--- src/rtl/uart_csr_pkg.sv ---
package uart_csr_pkg;

    // register indices (byte address >> 2)
    localparam int IDX_DATA = 0;
    localparam int IDX_DIV  = 1;
    localparam int IDX_STAT = 2;
    localparam int IDX_CTRL = 3;
    localparam int IDX_DBG  = 4;
    localparam int NUM_REGS = 5;

    // status bit positions
    localparam int ST_TXEMPTY = 0;
    localparam int ST_RXEVT   = 1;
    localparam int ST_TXEVT   = 2;

    // control bit positions
    localparam int CT_RXIE   = 0;
    localparam int CT_TXIE   = 1;
    localparam int CT_PASS   = 2;
    localparam int CTRL_BITS = 3;

    typedef struct packed {
        logic rx_evt;
        logic tx_evt;
    } evt_flags_t;

endpackage

--- src/rtl/uart_csr_decode.sv ---
module uart_csr_decode #(
    parameter int ADDR_W   = 5,
    parameter int NUM_SEL  = 5
) (
    input  logic               valid,
    input  logic               we,
    input  logic [ADDR_W-1:0]  addr,
    output logic [NUM_SEL-1:0] wr_sel,
    output logic [NUM_SEL-1:0] rd_sel,
    output logic               rd_any
);
    localparam int IDX_W = ADDR_W - 2;

    logic [IDX_W-1:0] idx;
    assign idx    = addr[ADDR_W-1:2];
    assign rd_any = valid && !we;

    for (genvar g = 0; g < NUM_SEL; g++) begin : g_sel
        assign wr_sel[g] = valid &&  we && (idx == IDX_W'(g));
        assign rd_sel[g] = valid && !we && (idx == IDX_W'(g));
    end
endmodule

--- src/rtl/uart_csr_events.sv ---
module uart_csr_events
    import uart_csr_pkg::*;
(
    input  logic       clk,
    input  logic       rst_n,
    input  logic       set_rx,
    input  logic       set_tx,
    input  logic       clr_rx,
    input  logic       clr_tx,
    output evt_flags_t flags
);
    evt_flags_t flags_d, flags_q;

    always_comb begin
        flags_d = flags_q;
        if (clr_rx) flags_d.rx_evt = 1'b0;
        if (clr_tx) flags_d.tx_evt = 1'b0;
        // a new event outranks an acknowledge in the same cycle
        if (set_rx) flags_d.rx_evt = 1'b1;
        if (set_tx) flags_d.tx_evt = 1'b1;
    end

    always_ff @(posedge clk) begin
        if (!rst_n) flags_q <= '0;
        else        flags_q <= flags_d;
    end

    assign flags = flags_q;
endmodule

--- src/rtl/uart_csr_front.sv ---
module uart_csr_front
    import uart_csr_pkg::*;
#(
    parameter int ADDR_W = 5,
    parameter int DATA_W = 32,
    parameter int DIV_W  = 16,
    parameter int BYTE_W = 8
) (
    input  logic              clk,
    input  logic              rst_n,
    input  logic              bus_valid,
    input  logic              bus_we,
    input  logic [ADDR_W-1:0] bus_addr,
    input  logic [DATA_W-1:0] bus_wdata,
    output logic [DATA_W-1:0] bus_rdata,
    output logic              tx_strobe,
    output logic [BYTE_W-1:0] tx_byte,
    input  logic              rx_strobe,
    input  logic [BYTE_W-1:0] rx_byte,
    output logic              rx_ready,
    output logic              irq
);
    localparam int NSEL = 1 << (ADDR_W - 2);

    typedef struct packed {
        logic [BYTE_W-1:0]    rxdata;
        logic [DIV_W-1:0]     div;
        logic [CTRL_BITS-1:0] ctrl;
        logic                 dbg;
        logic [DATA_W-1:0]    rdata;
        logic                 tx_stb;
        logic [BYTE_W-1:0]    txb;
    } regs_t;

    regs_t            st_d, st_q;
    logic [NSEL-1:0]  wr_sel, rd_sel;
    logic             rd_any;
    evt_flags_t       flags;
    logic             rx_take;
    logic [DATA_W-1:0] stat_word;
    logic [DATA_W-1:0] rd_val;

    uart_csr_decode #(.ADDR_W(ADDR_W), .NUM_SEL(NSEL)) u_dec (
        .valid  (bus_valid),
        .we     (bus_we),
        .addr   (bus_addr),
        .wr_sel (wr_sel),
        .rd_sel (rd_sel),
        .rd_any (rd_any)
    );

    assign rx_take = rx_strobe && !flags.rx_evt;

    uart_csr_events u_evt (
        .clk    (clk),
        .rst_n  (rst_n),
        .set_rx (rx_take),
        .set_tx (wr_sel[IDX_DATA]),
        .clr_rx (wr_sel[IDX_STAT] && bus_wdata[ST_RXEVT]),
        .clr_tx (wr_sel[IDX_STAT] && bus_wdata[ST_TXEVT]),
        .flags  (flags)
    );

    always_comb begin
        stat_word             = '0;
        stat_word[ST_TXEMPTY] = 1'b1;
        stat_word[ST_RXEVT]   = flags.rx_evt;
        stat_word[ST_TXEVT]   = flags.tx_evt;

        rd_val = '0;
        if (rd_sel[IDX_DATA]) rd_val = DATA_W'(st_q.rxdata);
        if (rd_sel[IDX_DIV])  rd_val = DATA_W'(st_q.div);
        if (rd_sel[IDX_STAT]) rd_val = stat_word;
        if (rd_sel[IDX_CTRL]) rd_val = DATA_W'(st_q.ctrl);
        if (rd_sel[IDX_DBG])  rd_val = DATA_W'(st_q.dbg);
    end

    always_comb begin
        st_d        = st_q;
        st_d.tx_stb = wr_sel[IDX_DATA];
        if (wr_sel[IDX_DATA]) st_d.txb    = bus_wdata[BYTE_W-1:0];
        if (wr_sel[IDX_DIV])  st_d.div    = bus_wdata[DIV_W-1:0];
        if (wr_sel[IDX_CTRL]) st_d.ctrl   = bus_wdata[CTRL_BITS-1:0];
        if (wr_sel[IDX_DBG])  st_d.dbg    = bus_wdata[0];
        if (rx_take)          st_d.rxdata = rx_byte;
        if (rd_any)           st_d.rdata  = rd_val;
    end

    always_ff @(posedge clk) begin
        if (!rst_n) st_q <= '0;
        else        st_q <= st_d;
    end

    assign bus_rdata = st_q.rdata;
    assign tx_strobe = st_q.tx_stb;
    assign tx_byte   = st_q.txb;
    assign rx_ready  = !flags.rx_evt;
    assign irq       = (st_q.ctrl[CT_RXIE] && flags.rx_evt) ||
                       (st_q.ctrl[CT_TXIE] && flags.tx_evt);

    // plain views of stored state for the bound checker
    logic [BYTE_W-1:0]    chk_rxdata;
    logic [CTRL_BITS-1:0] chk_ctrl;
    assign chk_rxdata = st_q.rxdata;
    assign chk_ctrl   = st_q.ctrl;
endmodule

--- config.mk ---
export PLATFORM = sky130hd
export DESIGN_NAME = uart_csr_front
export DESIGN_NICKNAME = d
export VERILOG_FILES = /design/src/rtl/uart_csr_pkg.sv /design/src/rtl/uart_csr_decode.sv /design/src/rtl/uart_csr_events.sv /design/src/rtl/uart_csr_front.sv
export SDC_FILE = /design/constraint.sdc
export NUM_CORES = 1
export LEC_CHECK = 0
export CORE_MARGIN = 2
export CORE_UTILIZATION = 25
export DETAILED_ROUTE_END_ITERATION = 7
export DONT_BUFFER_PORTS = 1
export SYNTH_ARGS = -nofsm -noshare
export SYNTH_HDL_FRONTEND = slang
export SYNTH_SLANG_ARGS = --single-unit
--- constraint.sdc ---
create_clock -name clk -period 1.3 [get_ports clk]
set_input_delay 0.26 -clock clk [delete_from_list [all_inputs] [get_ports clk]]
set_output_delay 0.26 -clock clk [all_outputs]
set_load 0.02 [all_outputs]
==> results.tsv, run 1 <==
stage	metric	value	unit
run_status	status	finished clean	
worst_setup_path	cp-start-kind	flop	
synthesis	synth_seq_area_share	44.00	%
worst_setup_path	critical_path.max_fanout	3	
detailed_routing	routedWlPerCell	15.33	um
clocking	postCtsSetupRepairBufs	0	
placement	dp_worst_setup_slack	0.1708	ns
synthesis	synth-edff-count	0	
global_route	grtUsageTotal	11.26	%
synthesis	async_reset_ff_share	0	%
die	core	9729	sq um
worst_setup_path	arrival	0.98	ns
global_route	use_met2	18.37	%
die	start_util	25.72	%
clocking	clock_latency	0.31	ns
timing	finalSetupViolations	0	
power_and_ir_drop	power_density	1189	nW/um^2
detailed_routing	detail-route-antenna-nets	0	
placement	port_buffers	0	
synthesis	synth_area_leaders	dfxtp_1, buf_4, a21oi_1	
detailed_routing	routed_wl	6.055	mm
synthesis	synth_area	2502	sq um
worst_setup_path	cp_cell_sequence	a22o_2	
flow_run	cap_viol_max_count	0	
power_and_ir_drop	p_leak	0.8085	nW
detailed_routing	drtIter0Drc	105	
clocking	clock_path_buffers	2	
timing	final-hold-violation-count	0	
die	dieArea	10830	sq um
placement	dp_hpwl	4.297	mm
detailed_routing	firstDrtPassIters	4	
timing	slew_violations	0	
timing	rsz0062_at_grt	no	
clocking	h-tree-depth	2	
finish	final_layout_size_suffix_gt1_share	9.160	%
die	dieHeight	104.0	um
die	num_rows	36	
worst_hold_path	hp-class	primary input to flop	
synthesis	synth_top_cell_area_share	44.00	%
detailed_routing	drcViolationCount	0	
power_and_ir_drop	peakVddDrop	0.3693	mV
clocking	clkSlewWorstSetupHoldPaths	0.10	ns
global_route	grt_pass1_vias	1793	
clocking	cts_sinks	55	
global_route	grt-busiest-layer	met2	
global_route	grt_pass1_wl	9.770	mm
timing	final.setup.worst_slack	0.05507	ns
synthesis	synth_largest_area_cell	dfxtp_1	
synthesis	avgSynthCellArea	8.483	sq um
finish	syn_to_final_growth	0.3501	%
detailed_routing	viasPerCell	4.770	
placement	gp_congestion	0.7723	
clocking	numCtsBuffers	5	
finish	final_nets	311	
synthesis	synth_most_common_cell	dfxtp_1	
timing	final.period_utilization	95.76	%
global_route	overflow	0	
worst_setup_path	crit_buf_inv	0	
timing	setup_tns	0	ns
timing	max_freq	803.3	MHz
synthesis	syn_inst	295	
worst_setup_path	crit_path_end_kind	output port	
worst_setup_path	path_class	flop to output port	
synthesis	yosysUniqueCellTypes	34	
worst_setup_path	cp_top_family	flip-flops	
synthesis	yosys_warnings	0	
finish	n_antenna_cell	0	
synthesis	ys_top_cells_by_count	dfxtp_1, a21oi_1, buf_4	
timing	final.setup_skew	0.009987	ns
power_and_ir_drop	totalPowerFinal	2.986	mW
timing	worstMarginPinSlew	0.5185	ns
finish	fillers	1079	
global_route	met1_usage	14.79	%
die	die_x	104.0	um
clocking	cts-root-buf	clkbuf_8	
synthesis	synth-seq-cells	55	
global_route	grt_max_degree	43	
timing	relSlewSlack	65.43	%
clocking	tritoncts	done	
detailed_routing	vias	1884	
global_route	grt.met3_usage	2.945	%
worst_setup_path	crit_required	1.04	ns
worst_setup_path	slowest_stage	dfxtp_1	
synthesis	synth_ff_type	dfxtp_1	
timing	min_period	1.245	ns
worst_setup_path	slowest_delay	0.35	ns
global_route	antenna_found_initial	0	
die	ios	93	
[cell families (layout without fill, tap and decap cells)]
group / count (synthesis) / count (layout) / share of synthesized area (%)
AND/OR/NAND/NOR: 77 / 77 / 15.30
flip-flops: 55 / 55 / 44.00
buffers and inverters: 68 / 20 / 17.40
other: 1 / 16 / 0.1499
multiplexers: 3 / 3 / 2.250
AO/OA/AOI/OAI: 91 / 91 / 20.90
[metrics by stage]
step	instances	util, %	hold WS (ns)	area [sq um]
after CTS	395	25.81	0.02586	2511
after global placement	387	24.86	0.3607	2419
after floorplan	310	-	0.3566	2559
after detailed placement	387	24.86	0.3657	2419
final	395	25.81	0.03126	2511
after global routing	395	25.81	0.01694	2511
[repair_timing]
action,CTS,global route
resized for setup,1,0
endpoints found under the setup margin,1,0
hold buffers,0,0
[placed cells by master, fill, tap and decap left out, types with 2 or more instances in the layout]
cell type / n
dfxtp_1: 55
a21oi_1: 43
nand3_1: 30
o21ai_0: 28
nand2_1: 20
conb_1: 16
a32oi_1: 13
nor2_1: 10
clkbuf_8: 5
buf_4: 5
buf_12: 4
nand2b_1: 3
or3_1: 3
inv_1: 2
mux4_2: 2
a22oi_1: 2
nand4_1: 2
nor3_1: 2
[worst paths after layout]
| path | start | to | slack, ns | cells past startpoint |
|---|---|---|---|---|
| max | u_evt.flags[0] | irq | 0.06 | 1 |
| min | bus_wdata[2] | u_evt.flags[0] | 0.03 | 1 |
| max reg2reg | u_evt.flags[1] | bus_rdata[1] | 0.16 | 3 |
| min reg2reg | chk_rxdata[3] | chk_rxdata[3] | 0.46 | 2 |
[sequential cells by signal, summed over array words and instances, names as in the netlist]
signal and cells:
tx_strobe 1, chk_rxdata 8, tx_byte 8, u_evt.flags 2
st_q 17, bus_rdata 16, chk_ctrl 3
[power breakdown]
part | total [mW] | internal [mW] | switching [mW] | leakage (nW)
clock | 0.984 | 0.388 | 0.596 | 0.0485
combinational | 0.257 | 0.0755 | 0.182 | 0.315
sequential | 1.74 | 1.72 | 0.0283 | 0.445
total | 2.99 | 2.18 | 0.807 | 0.809
[routing by layer]
layer	vias up	part of all wire (%)
met4	0	0.35
met5	-	0
li1	916	-
met3	4	7.2
met1	899	45
met2	65	48
[layout make-up]
| type | instances | area [sq um] | area share [%] |
|---|---|---|---|
| Multi-Input combinational cell | 187 | 1023 | 40.76 |
| Clock buffer | 5 | 68.82 | 2.740 |
| Tap cell | 133 | 166.4 | 6.627 |
| Timing Repair Buffer | 9 | 117.6 | 4.684 |
| Clock inverter | 3 | 22.52 | 0.8969 |
| Sequential cell | 55 | 1101 | 43.85 |
| Inverter | 3 | 11.26 | 0.4484 |
(Power assumes the default switching activity.)
==> inputs of run 2 (changes only) <==
SKIP_LAST_GASP = 1   (was not set)
==> results of run 2 <==
The final DEF is identical to that of run 1; final timing and power are the same.
